[config.mk]
export PLATFORM = sky130hd
export DESIGN_NAME = cfg_serial_loader
export DESIGN_NICKNAME = d
export VERILOG_FILES = /design/src/rtl/cfg_loader_pkg.sv /design/src/rtl/cfg_sync.sv /design/src/rtl/cfg_frame_rx.sv /design/src/rtl/cfg_latch_bank.sv /design/src/rtl/cfg_serial_loader.sv
export SDC_FILE = /design/constraint.sdc
export NUM_CORES = 1
export LEC_CHECK = 0
export BUFFER_PORTS_ARGS = -buffer_cell sky130_fd_sc_hd__buf_2
export CAP_MARGIN = 0
export CORE_UTILIZATION = 50
export DETAILED_ROUTE_END_ITERATION = 8
export GPL_ROUTABILITY_DRIVEN = 0
export PLACE_DENSITY = 0.74
export SYNTH_ARGS = -nofsm -noshare
export SYNTH_HDL_FRONTEND = slang
export SYNTH_HIERARCHICAL = 1
export SYNTH_SLANG_ARGS = --single-unit
[constraint.sdc]
create_clock -name clk -period 5.2 [get_ports clk]
set_input_delay 0.78 -clock clk [delete_from_list [all_inputs] [get_ports clk]]
set_output_delay 0.78 -clock clk [all_outputs]
set_load 0.02 [all_outputs]
[src/rtl/cfg_loader_pkg.sv]
// Package: shared types and helpers for the serial configuration loader.
// Assumes: nothing beyond IEEE 1800-2017 elaboration.
package cfg_loader_pkg;

    // Meaning of the final frame bit.
    typedef enum logic {
        SEL_DIVIDER   = 1'b0,
        SEL_REFERENCE = 1'b1
    } latch_sel_e;

    // Raise a reference count to the floor value when it falls below it.
    function automatic logic [31:0] floor_clamp(input logic [31:0] raw, input logic [31:0] floor_v);
        return (raw < floor_v) ? floor_v : raw;
    endfunction

endpackage

[src/rtl/cfg_sync.sv]
// Module: multi-bit level synchronizer.
// Each bit runs through STAGES flops in series. The bits are independent
// levels, so no bus coherence is assumed. Reset clears every stage.
module cfg_sync #(
    parameter int WIDTH  = 3,
    parameter int STAGES = 2
) (
    input  logic             clk,
    input  logic             rst_n,
    input  logic [WIDTH-1:0] async_in,
    output logic [WIDTH-1:0] sync_out
);

    logic [WIDTH-1:0] stage_q [STAGES];

    // First stage: capture the asynchronous inputs.
    always_ff @(posedge clk) begin
        if (!rst_n) stage_q[0] <= '0;
        else        stage_q[0] <= async_in;
    end

    // Remaining stages: settle metastability.
    for (genvar g = 1; g < STAGES; g++) begin : g_stage
        always_ff @(posedge clk) begin
            if (!rst_n) stage_q[g] <= '0;
            else        stage_q[g] <= stage_q[g-1];
        end
    end

    assign sync_out = stage_q[STAGES-1];

endmodule

[src/rtl/cfg_frame_rx.sv]
// Module: serial frame receiver.
// Finds serial clock and load strobe edges from synchronized levels. On a
// serial clock rise it shifts in one bit, unless the load strobe is high.
// On a load strobe rise it flags a complete frame if exactly FRAME_BITS bits
// were counted. Assumes each serial level lasts at least three system clocks.
module cfg_frame_rx #(
    parameter int FRAME_BITS = 17
) (
    input  logic                  clk,
    input  logic                  rst_n,
    input  logic                  sclk_s,
    input  logic                  sdat_s,
    input  logic                  load_s,
    output logic [FRAME_BITS-1:0] frame_word,
    output logic                  frame_ok
);

    localparam int CNT_W = $clog2(FRAME_BITS + 2);
    localparam logic [CNT_W-1:0] CNT_FULL = CNT_W'(FRAME_BITS);
    localparam logic [CNT_W-1:0] CNT_SAT  = CNT_W'(FRAME_BITS + 1);

    logic                  sclk_q, load_q;
    logic                  sclk_rise, load_rise;
    logic [FRAME_BITS-1:0] shreg;
    logic [CNT_W-1:0]      bit_cnt;

    assign sclk_rise = sclk_s & ~sclk_q & ~load_s;
    assign load_rise = load_s & ~load_q;

    // Hold last synchronized levels for edge detection.
    always_ff @(posedge clk) begin
        if (!rst_n) begin
            sclk_q <= 1'b0;
            load_q <= 1'b0;
        end else begin
            sclk_q <= sclk_s;
            load_q <= load_s;
        end
    end

    // Shift in bits and count them; restart the count on every load rise.
    always_ff @(posedge clk) begin
        if (!rst_n) begin
            shreg   <= '0;
            bit_cnt <= '0;
        end else if (load_rise) begin
            bit_cnt <= '0;
        end else if (sclk_rise) begin
            shreg <= {shreg[FRAME_BITS-2:0], sdat_s};
            if (bit_cnt != CNT_SAT) bit_cnt <= bit_cnt + 1'b1;
        end
    end

    assign frame_word = shreg;
    assign frame_ok   = load_rise && (bit_cnt == CNT_FULL);

    // a high load strobe freezes the shift register.
    assert_load_blocks_shift_R7: assert property (@(posedge clk) disable iff (!rst_n)
        load_s |=> $stable(shreg));

    // the bit counter never runs past its saturation value.
    assert_cnt_bounded_R6: assert property (@(posedge clk) disable iff (!rst_n)
        bit_cnt <= CNT_SAT);

endmodule

[src/rtl/cfg_latch_bank.sv]
// Module: the two holding registers.
// On a valid frame, bit 0 selects the target. The divider register takes
// main and swallow counts from the data bits. The reference register takes
// the low B_W data bits, raised to B_MIN when smaller. The target's update
// strobe is registered together with the value.
module cfg_latch_bank
    import cfg_loader_pkg::*;
#(
    parameter int S_W   = 5,
    parameter int M_W   = 11,
    parameter int B_W   = 13,
    parameter int B_MIN = 5
) (
    input  logic               clk,
    input  logic               rst_n,
    input  logic               frame_ok,
    input  logic [M_W+S_W:0]   frame_word,
    output logic [S_W-1:0]     swallow_cnt,
    output logic [M_W-1:0]     main_cnt,
    output logic [B_W-1:0]     ref_cnt,
    output logic               div_upd,
    output logic               ref_upd
);

    localparam int DATA_W = M_W + S_W;
    localparam logic [B_W-1:0] B_FLOOR = B_W'(B_MIN);

    latch_sel_e          sel;
    logic [DATA_W-1:0]   data_bits;
    logic [B_W-1:0]      b_clamped;

    assign sel       = latch_sel_e'(frame_word[0]);
    assign data_bits = frame_word[DATA_W:1];
    assign b_clamped = B_W'(floor_clamp(32'(data_bits[B_W-1:0]), 32'(B_MIN)));

    // Divider register: main and swallow counts with their strobe.
    always_ff @(posedge clk) begin
        if (!rst_n) begin
            main_cnt    <= '0;
            swallow_cnt <= '0;
            div_upd     <= 1'b0;
        end else begin
            div_upd <= frame_ok && (sel == SEL_DIVIDER);
            if (frame_ok && (sel == SEL_DIVIDER)) begin
                main_cnt    <= data_bits[DATA_W-1 -: M_W];
                swallow_cnt <= data_bits[S_W-1:0];
            end
        end
    end

    // Reference register: clamped count with its strobe.
    always_ff @(posedge clk) begin
        if (!rst_n) begin
            ref_cnt <= B_FLOOR;
            ref_upd <= 1'b0;
        end else begin
            ref_upd <= frame_ok && (sel == SEL_REFERENCE);
            if (frame_ok && (sel == SEL_REFERENCE)) ref_cnt <= b_clamped;
        end
    end

    // the two strobes never fire together.
    assert_strobe_exclusive_R5: assert property (@(posedge clk) disable iff (!rst_n)
        !(div_upd && ref_upd));

    // the stored reference count never drops below the floor.
    assert_ref_floor_R4: assert property (@(posedge clk) disable iff (!rst_n)
        ref_cnt >= B_FLOOR);

    // divider values change only alongside their strobe.
    assert_div_change_strobed_R5: assert property (@(posedge clk) disable iff (!rst_n)
        !$stable({main_cnt, swallow_cnt}) |-> div_upd);

    // reference value changes only alongside its strobe.
    assert_ref_change_strobed_R5: assert property (@(posedge clk) disable iff (!rst_n)
        !$stable(ref_cnt) |-> ref_upd);

endmodule

[src/rtl/cfg_serial_loader.sv]
// Module: top of the three-wire serial configuration loader.
// Synchronizes the serial lines to clk, assembles 17-bit frames and writes
// them into the divider or reference register. Assumes the serial lines
// change slowly compared with clk (three clk cycles per level or more).
module cfg_serial_loader #(
    parameter int S_W         = 5,
    parameter int M_W         = 11,
    parameter int B_W         = 13,
    parameter int B_MIN       = 5,
    parameter int SYNC_STAGES = 2
) (
    input  logic           clk,
    input  logic           rst_n,
    input  logic           ser_clk,
    input  logic           ser_data,
    input  logic           ser_load,
    output logic [S_W-1:0] swallow_cnt,
    output logic [M_W-1:0] main_cnt,
    output logic [B_W-1:0] ref_cnt,
    output logic           div_upd,
    output logic           ref_upd
);

    localparam int FRAME_BITS = M_W + S_W + 1;

    logic [2:0]            lines_s;
    logic [FRAME_BITS-1:0] frame_word;
    logic                  frame_ok;

    cfg_sync #(.WIDTH(3), .STAGES(SYNC_STAGES)) u_sync (
        .clk      (clk),
        .rst_n    (rst_n),
        .async_in ({ser_clk, ser_data, ser_load}),
        .sync_out (lines_s)
    );

    cfg_frame_rx #(.FRAME_BITS(FRAME_BITS)) u_rx (
        .clk        (clk),
        .rst_n      (rst_n),
        .sclk_s     (lines_s[2]),
        .sdat_s     (lines_s[1]),
        .load_s     (lines_s[0]),
        .frame_word (frame_word),
        .frame_ok   (frame_ok)
    );

    cfg_latch_bank #(.S_W(S_W), .M_W(M_W), .B_W(B_W), .B_MIN(B_MIN)) u_bank (
        .clk         (clk),
        .rst_n       (rst_n),
        .frame_ok    (frame_ok),
        .frame_word  (frame_word),
        .swallow_cnt (swallow_cnt),
        .main_cnt    (main_cnt),
        .ref_cnt     (ref_cnt),
        .div_upd     (div_upd),
        .ref_upd     (ref_upd)
    );

endmodule

==> flow_summary.ini, run 1 <==
[run_status]
status = finished, final reports clean

[timing]
period_share = 0.4854
period_minus_slack_ps = 2524
slew_headroom = 0.2547
setup_viol = 0
final.setup.tns_ps = 0
rsz0062_at_grt = no
drv_slew = 0
hold_violations = 0
clock.fmax_ghz = 0.3962
skew_ps = 5.241
tightest_slew_ps = 1116

[synthesis]
synth_top_family_by_area = simple AND/OR/NAND/NOR gates
synth_compound_area_frac = 0.1543
ys_seq_elements = 61
ys_types = 30
netlist_area_um2 = 2318
syn_nets = 271
synthMuxAreaShare = 0.01349
yosysWarnings = 6
synth_fa_ha_area_frac = 0.01619
synth_cells = 263
ys_seq_area_frac = 0.5267
synth-xor-area-share = 0
yosys.area_share.simple = 0.2509
avgSynthCellArea_um2 = 8.815

[clock_network]
clock_latency_ps = 330
tritoncts = done
cts-htree-levels = 3
cts-root-buf = clkbuf_8
clock_path_buffers = 2
cts_resized = 0
cts.sinks = 61
clk_pin_slew_ps = 60
cts_setup_buffers = 0
cts_buffers = 9
hold_buffers = 0

[power]
ir_drop_mv = 0.2395
power.leakage_nw = 1.024
finalPower_mw = 0.8202
powerDensity_nw_per_um2 = 312.2

[setup_path]
path_delay_family = simple AND/OR/NAND/NOR gates
critical-path-max-stage-delay_ps = 960
cp.required_ps = 5460
cp-start-kind = flop
crit_path_max_fanout = 17
cp.depth = 5
rr_worst_depth = 5
cp_slowest_cell = nor2b_1
timing.rr.end = u_bank/main_cnt[5]
timing.rr.start = u_sync/stage_q[1][0]
r2r_slack_ps = 2680
path_buf_inv = 0
endpoint_kind = flop
worstPathArrival_ps = 2790
path_cells = nand2b_1, nor4_1, nor2b_1, nand2_1, a21boi_1
path_class = flop to flop

[floorplan]
start_util = 0.5252
placementRows = 24
die-area_um2 = 4913
die_y_um = 70.10
coreArea_um2 = 4414
ioPinCount = 36
die_w_um = 70.10

[layout]
final_nets = 302
layout_commonest_cell = nand2_1
final_cell_mix = 93 x nand2_1, 61 x dfxtp_1, 35 x buf_2
areaGrowthSynthToFinish_pct = 13.33
n_antenna_cell = 0
fillers = 410
fin_area_um2 = 2628
layout-drive-gt1-share = 0.1650
stdcell_count = 349

[grt]
grt_pass1_wl_mm = 7.707
antenna_found_initial = 0
grt_use_total = 0.2029
grt_pass1_vias = 1682
grt_overflow = 0
grt_max_degree = 62

[placed_design]
port_buffers = 35
hpwlAfterDp_mm = 2.902
dp_cells = 335
place_area_um2 = 2481

[hold_path]
hp-class = flop to flop
hp-start = u_sync/stage_q[0][1]
holdPathEnd = u_sync/stage_q[1][1]
hold_depth = 1

[drt]
via_per_inst = 5.218
ant_nets = 0
wire_per_inst_um = 12.87
vias = 1821
wirelength_mm = 4.493
drt_pass1_iterations = 4
first_iter_violations = 133
drc = 0

[flow_run]
cap_violations = 0
## worst max-delay path by stage
stage	slack [ps]	from	end
2_1_floorplan	3470	u_rx/bit_cnt[0]	u_bank/ref_cnt[1]
3_3_place_gp	2860	u_rx/bit_cnt[0]	u_bank/main_cnt[4]
3_5_place_dp	2670	u_sync/stage_q[1][0]	u_bank/main_cnt[5]
4_1_cts	2660	u_sync/stage_q[1][0]	u_bank/main_cnt[5]
5_1_grt	2350	u_sync/stage_q[1][0]	u_bank/swallow_cnt[0]
6_report	2680	u_sync/stage_q[1][0]	u_bank/main_cnt[5]
## cell families after synthesis
group | count (synthesis)
AND/OR/NAND/NOR | 128
adder cells (fa/ha/maj) | 3
multiplexers | 3
AO/OA/AOI/OAI | 50
buffers and inverters | 18
flip-flops | 61
## metal layers
metal | part of all wire | GRT usage | vias to the layer above
li1 | - | - | 928
met1 | 0.47 | 0.2583 | 849
met2 | 0.47 | 0.3120 | 38
met3 | 0.040 | 0.06638 | 6
met4 | 0.012 | 0.09333 | 0
met5 | 0 | 0 | -
## flip-flops by register name, summed over array words and instances (netlist names)
| register | cells |
|---|---|
| u_bank/div_upd | 1 |
| u_bank/main_cnt | 11 |
| u_bank/ref_cnt | 13 |
| u_bank/ref_upd | 1 |
| u_bank/swallow_cnt | 5 |
| u_rx/bit_cnt | 5 |
| u_rx/frame_word | 17 |
| u_rx/load_q | 1 |
| u_rx/sclk_q | 1 |
| u_sync/stage_q | 6 |
## cell usage after synthesis, drive strengths merged
cell type	number	area, um2
nand2	93	349.1
dfxtp	61	1221
a21boi	43	322.8
and2	10	62.56
clkbuf	8	30.03
buf	7	47.54
nand3	4	20.02
nand4	4	25.02
o21ai	4	20.02
a21oi	3	15.01
ha	3	37.54
inv	3	11.26
nor4	3	18.77
and3	2	12.51
mux2i	2	20.02
nand2b	2	12.51
or3	2	12.51
and4bb	1	12.51
mux2	1	11.26
nand3b	1	7.510
nor2	1	3.750
nor2b	1	6.260
nor3b	1	12.51
nor4bb	1	10.01
or3b	1	8.760
or4	1	7.510
## per-stage QoR
| stage | hold slack [ps] | util | setup WS (ps) |
|---|---|---|---|
| 2_1_floorplan | 405.7 | - | 3465 |
| 3_3_place_gp | 414.9 | 0.5621 | 2857 |
| 3_5_place_dp | 420.1 | 0.5621 | 2672 |
| 4_1_cts | 433.7 | 0.5952 | 2664 |
| 5_1_grt | 440.2 | 0.5952 | 2354 |
| 6_report | 429.7 | 0.5952 | 2676 |
## area by class of cell
cell class,count,area (um2),share of cell area
sequential,61,1221,0.4648
multi-input combinational,184,1008,0.3838
timing repair buffer,35,175.2,0.06667
clock buffer,11,131.4,0.05000
tap,52,65.06,0.02476
clock inverter,3,15.01,0.005714
inverter,3,11.26,0.004286
## report_power, final
part           total [mW]  switching, mW  leakage [nW]  internal, mW
clock network       0.328          0.163        0.0788         0.165
logic              0.0201         0.0117         0.452       0.00848
registers           0.472        0.00173         0.493         0.470
total               0.820          0.176          1.02         0.644
Note: power is estimated with default switching activity, not from simulation.
==> run 2, diff against run 1 <==
Settings changed: PLACE_DENSITY 0.74 to 0.76.
Clock period 5.2 ns to 2.1 ns, I/O delays scaled along.
==> flow_summary.ini, run 2 (same netlist as run 1, synthesis figures left out) <==
[drt]
wire_per_inst_um = 12.75
ant_nets = 0
wirelength_mm = 4.550
drt_pass1_iterations = 4
vias = 1860
first_iter_violations = 117
drc = 0
via_per_inst = 5.210

[floorplan]
die_y_um = 70.10
start_util = 0.5252
placementRows = 24
die-area_um2 = 4913
ioPinCount = 36
die_w_um = 70.10
coreArea_um2 = 4414

[setup_path]
crit_start = u_rx/bit_cnt[0]
path_class = flop to flop
worstPathArrival_ps = 2060
cp-start-kind = flop
cp.required_ps = 2370
critical-path-max-stage-delay_ps = 400
path_cells = ha_1, nand2_1, nor4_1, buf_4, nor2b_1, buf_4, nand2_1, a21boi_1
path_delay_family = simple AND/OR/NAND/NOR gates
cp_slowest_cell = dfxtp_1
path_buf_inv = 2
crit_path_max_fanout = 9
timing.rr.start = u_rx/bit_cnt[0]
endpoint_kind = flop

[grt]
grt_use_total = 0.2110
grt_pass1_wl_mm = 7.921
grt_pass1_vias = 1727
use_met2 = 0.3152
grt_max_degree = 40
met1_usage = 0.2667
antenna_found_initial = 0
gr-usage-met3 = 0.09235
grt_overflow = 0
busiest_layer = met2

[placed_design]
hpwlAfterDp_mm = 2.946
dp_cells = 343
port_buffers = 35
place_area_um2 = 2541
pre_cts_ws_ps = 307.7

[power]
clkPwrFrac = 0.442
switchingPower_mw = 0.4393
finalPower_mw = 2.195
power.leakage_nw = 1.077
p_int_mw = 1.755
combPwrFrac = 0.025
switching_share = 0.2002
seqPwrFrac = 0.533
powerDensity_nw_per_um2 = 806.4
ir_drop_mv = 0.4842

[clock_network]
cts_setup_buffers = 0
cts_resized = 0
cts-htree-levels = 3
clk_pin_slew_ps = 60
cts-root-buf = clkbuf_8
clock_path_buffers = 2
hold_buffers = 0
tritoncts = done
cts.sinks = 61
cts_buffers = 9
clock_latency_ps = 330

[layout]
final_cell_mix = 93 x nand2_1, 61 x dfxtp_1, 35 x buf_2
stdcell_count = 357
fin_area_um2 = 2721
multi_input_comb_area_um2 = 1008
fillers = 385
final_nets = 310
largest_reg_flops = 17
seqCellArea_um2 = 1221
n_antenna_cell = 0
layout_commonest_cell = nand2_1
areaGrowthSynthToFinish_pct = 17.38
layout-drive-gt1-share = 0.1869
utilization = 0.6165

[hold_path]
hp-start = ser_load
hp-class = input port to flop

[run_status]
status = finished, final reports clean

[timing]
period_minus_slack_ps = 1795
hold_violations = 0
clock.fmax_ghz = 0.5570
final.setup.tns_ps = 0
rsz0062_at_grt = no
period_share = 0.8549
fin_hold_ws_ps = 190.3
drv_slew = 0
setup_viol = 0
slew_headroom = 0.5797
tightest_slew_ps = 622.0
skew_ps = 4.473
fin_ws_ps = 304.7

[flow_run]
cap_violations = 0
==> run 2: changes by cell type in the layout (fill, tap and decap cells not counted), sizes merged <==
cell	before	now
buf	35	43
bufinv	0	1
clkbuf	11	12
clkinv	3	1
==> run 2: area by class of cell <==
cell class	count	area share
Inverter	3	0.004138
Timing Repair Buffer	43	0.08644
Clock inverter	2	0.01287
Sequential cell	61	0.4487
Clock buffer	12	0.05333
Tap cell	52	0.02391
Multi-Input combinational cell	184	0.3706
==> run 2: path summary, 6_finish.rpt <==
path                                to  depth (start not counted)  slack [ps]
setup / recovery    u_bank/main_cnt[2]                          8         300
hold / removal    u_sync/stage_q[0][0]                          2         190
setup reg to reg    u_bank/main_cnt[2]                          8         300
hold reg to reg   u_sync/stage_q[1][1]                          1         420
==> run 2: worst reg2reg max path, delay by kind of cell (launching register included) <==
family,cells,cell delay (ps)
compound gates,1,130
fa+ha+maj,1,170
buf+inv,2,420
flops,1,400
simple gates,4,620
==> run 2: power by group through the flow <==
stage | registers [mW] | logic [mW] | clock network, mW
floorplan | 1.19 | 0.0379 | 0
global placement | 1.19 | 0.0552 | 0
detailed placement | 1.19 | 0.0555 | 0
CTS | 1.17 | 0.0556 | 1.00
global route | 1.17 | 0.0609 | 1.04
finish | 1.17 | 0.0550 | 0.970
==> run 2: per-layer routing <==
metal,part of all wire,wire length (um),vias up
met1,0.48,2202,872
met4,0.018,82,0
met5,0,0,-
met3,0.041,187,10
met2,0.46,2079,39
li1,-,-,939
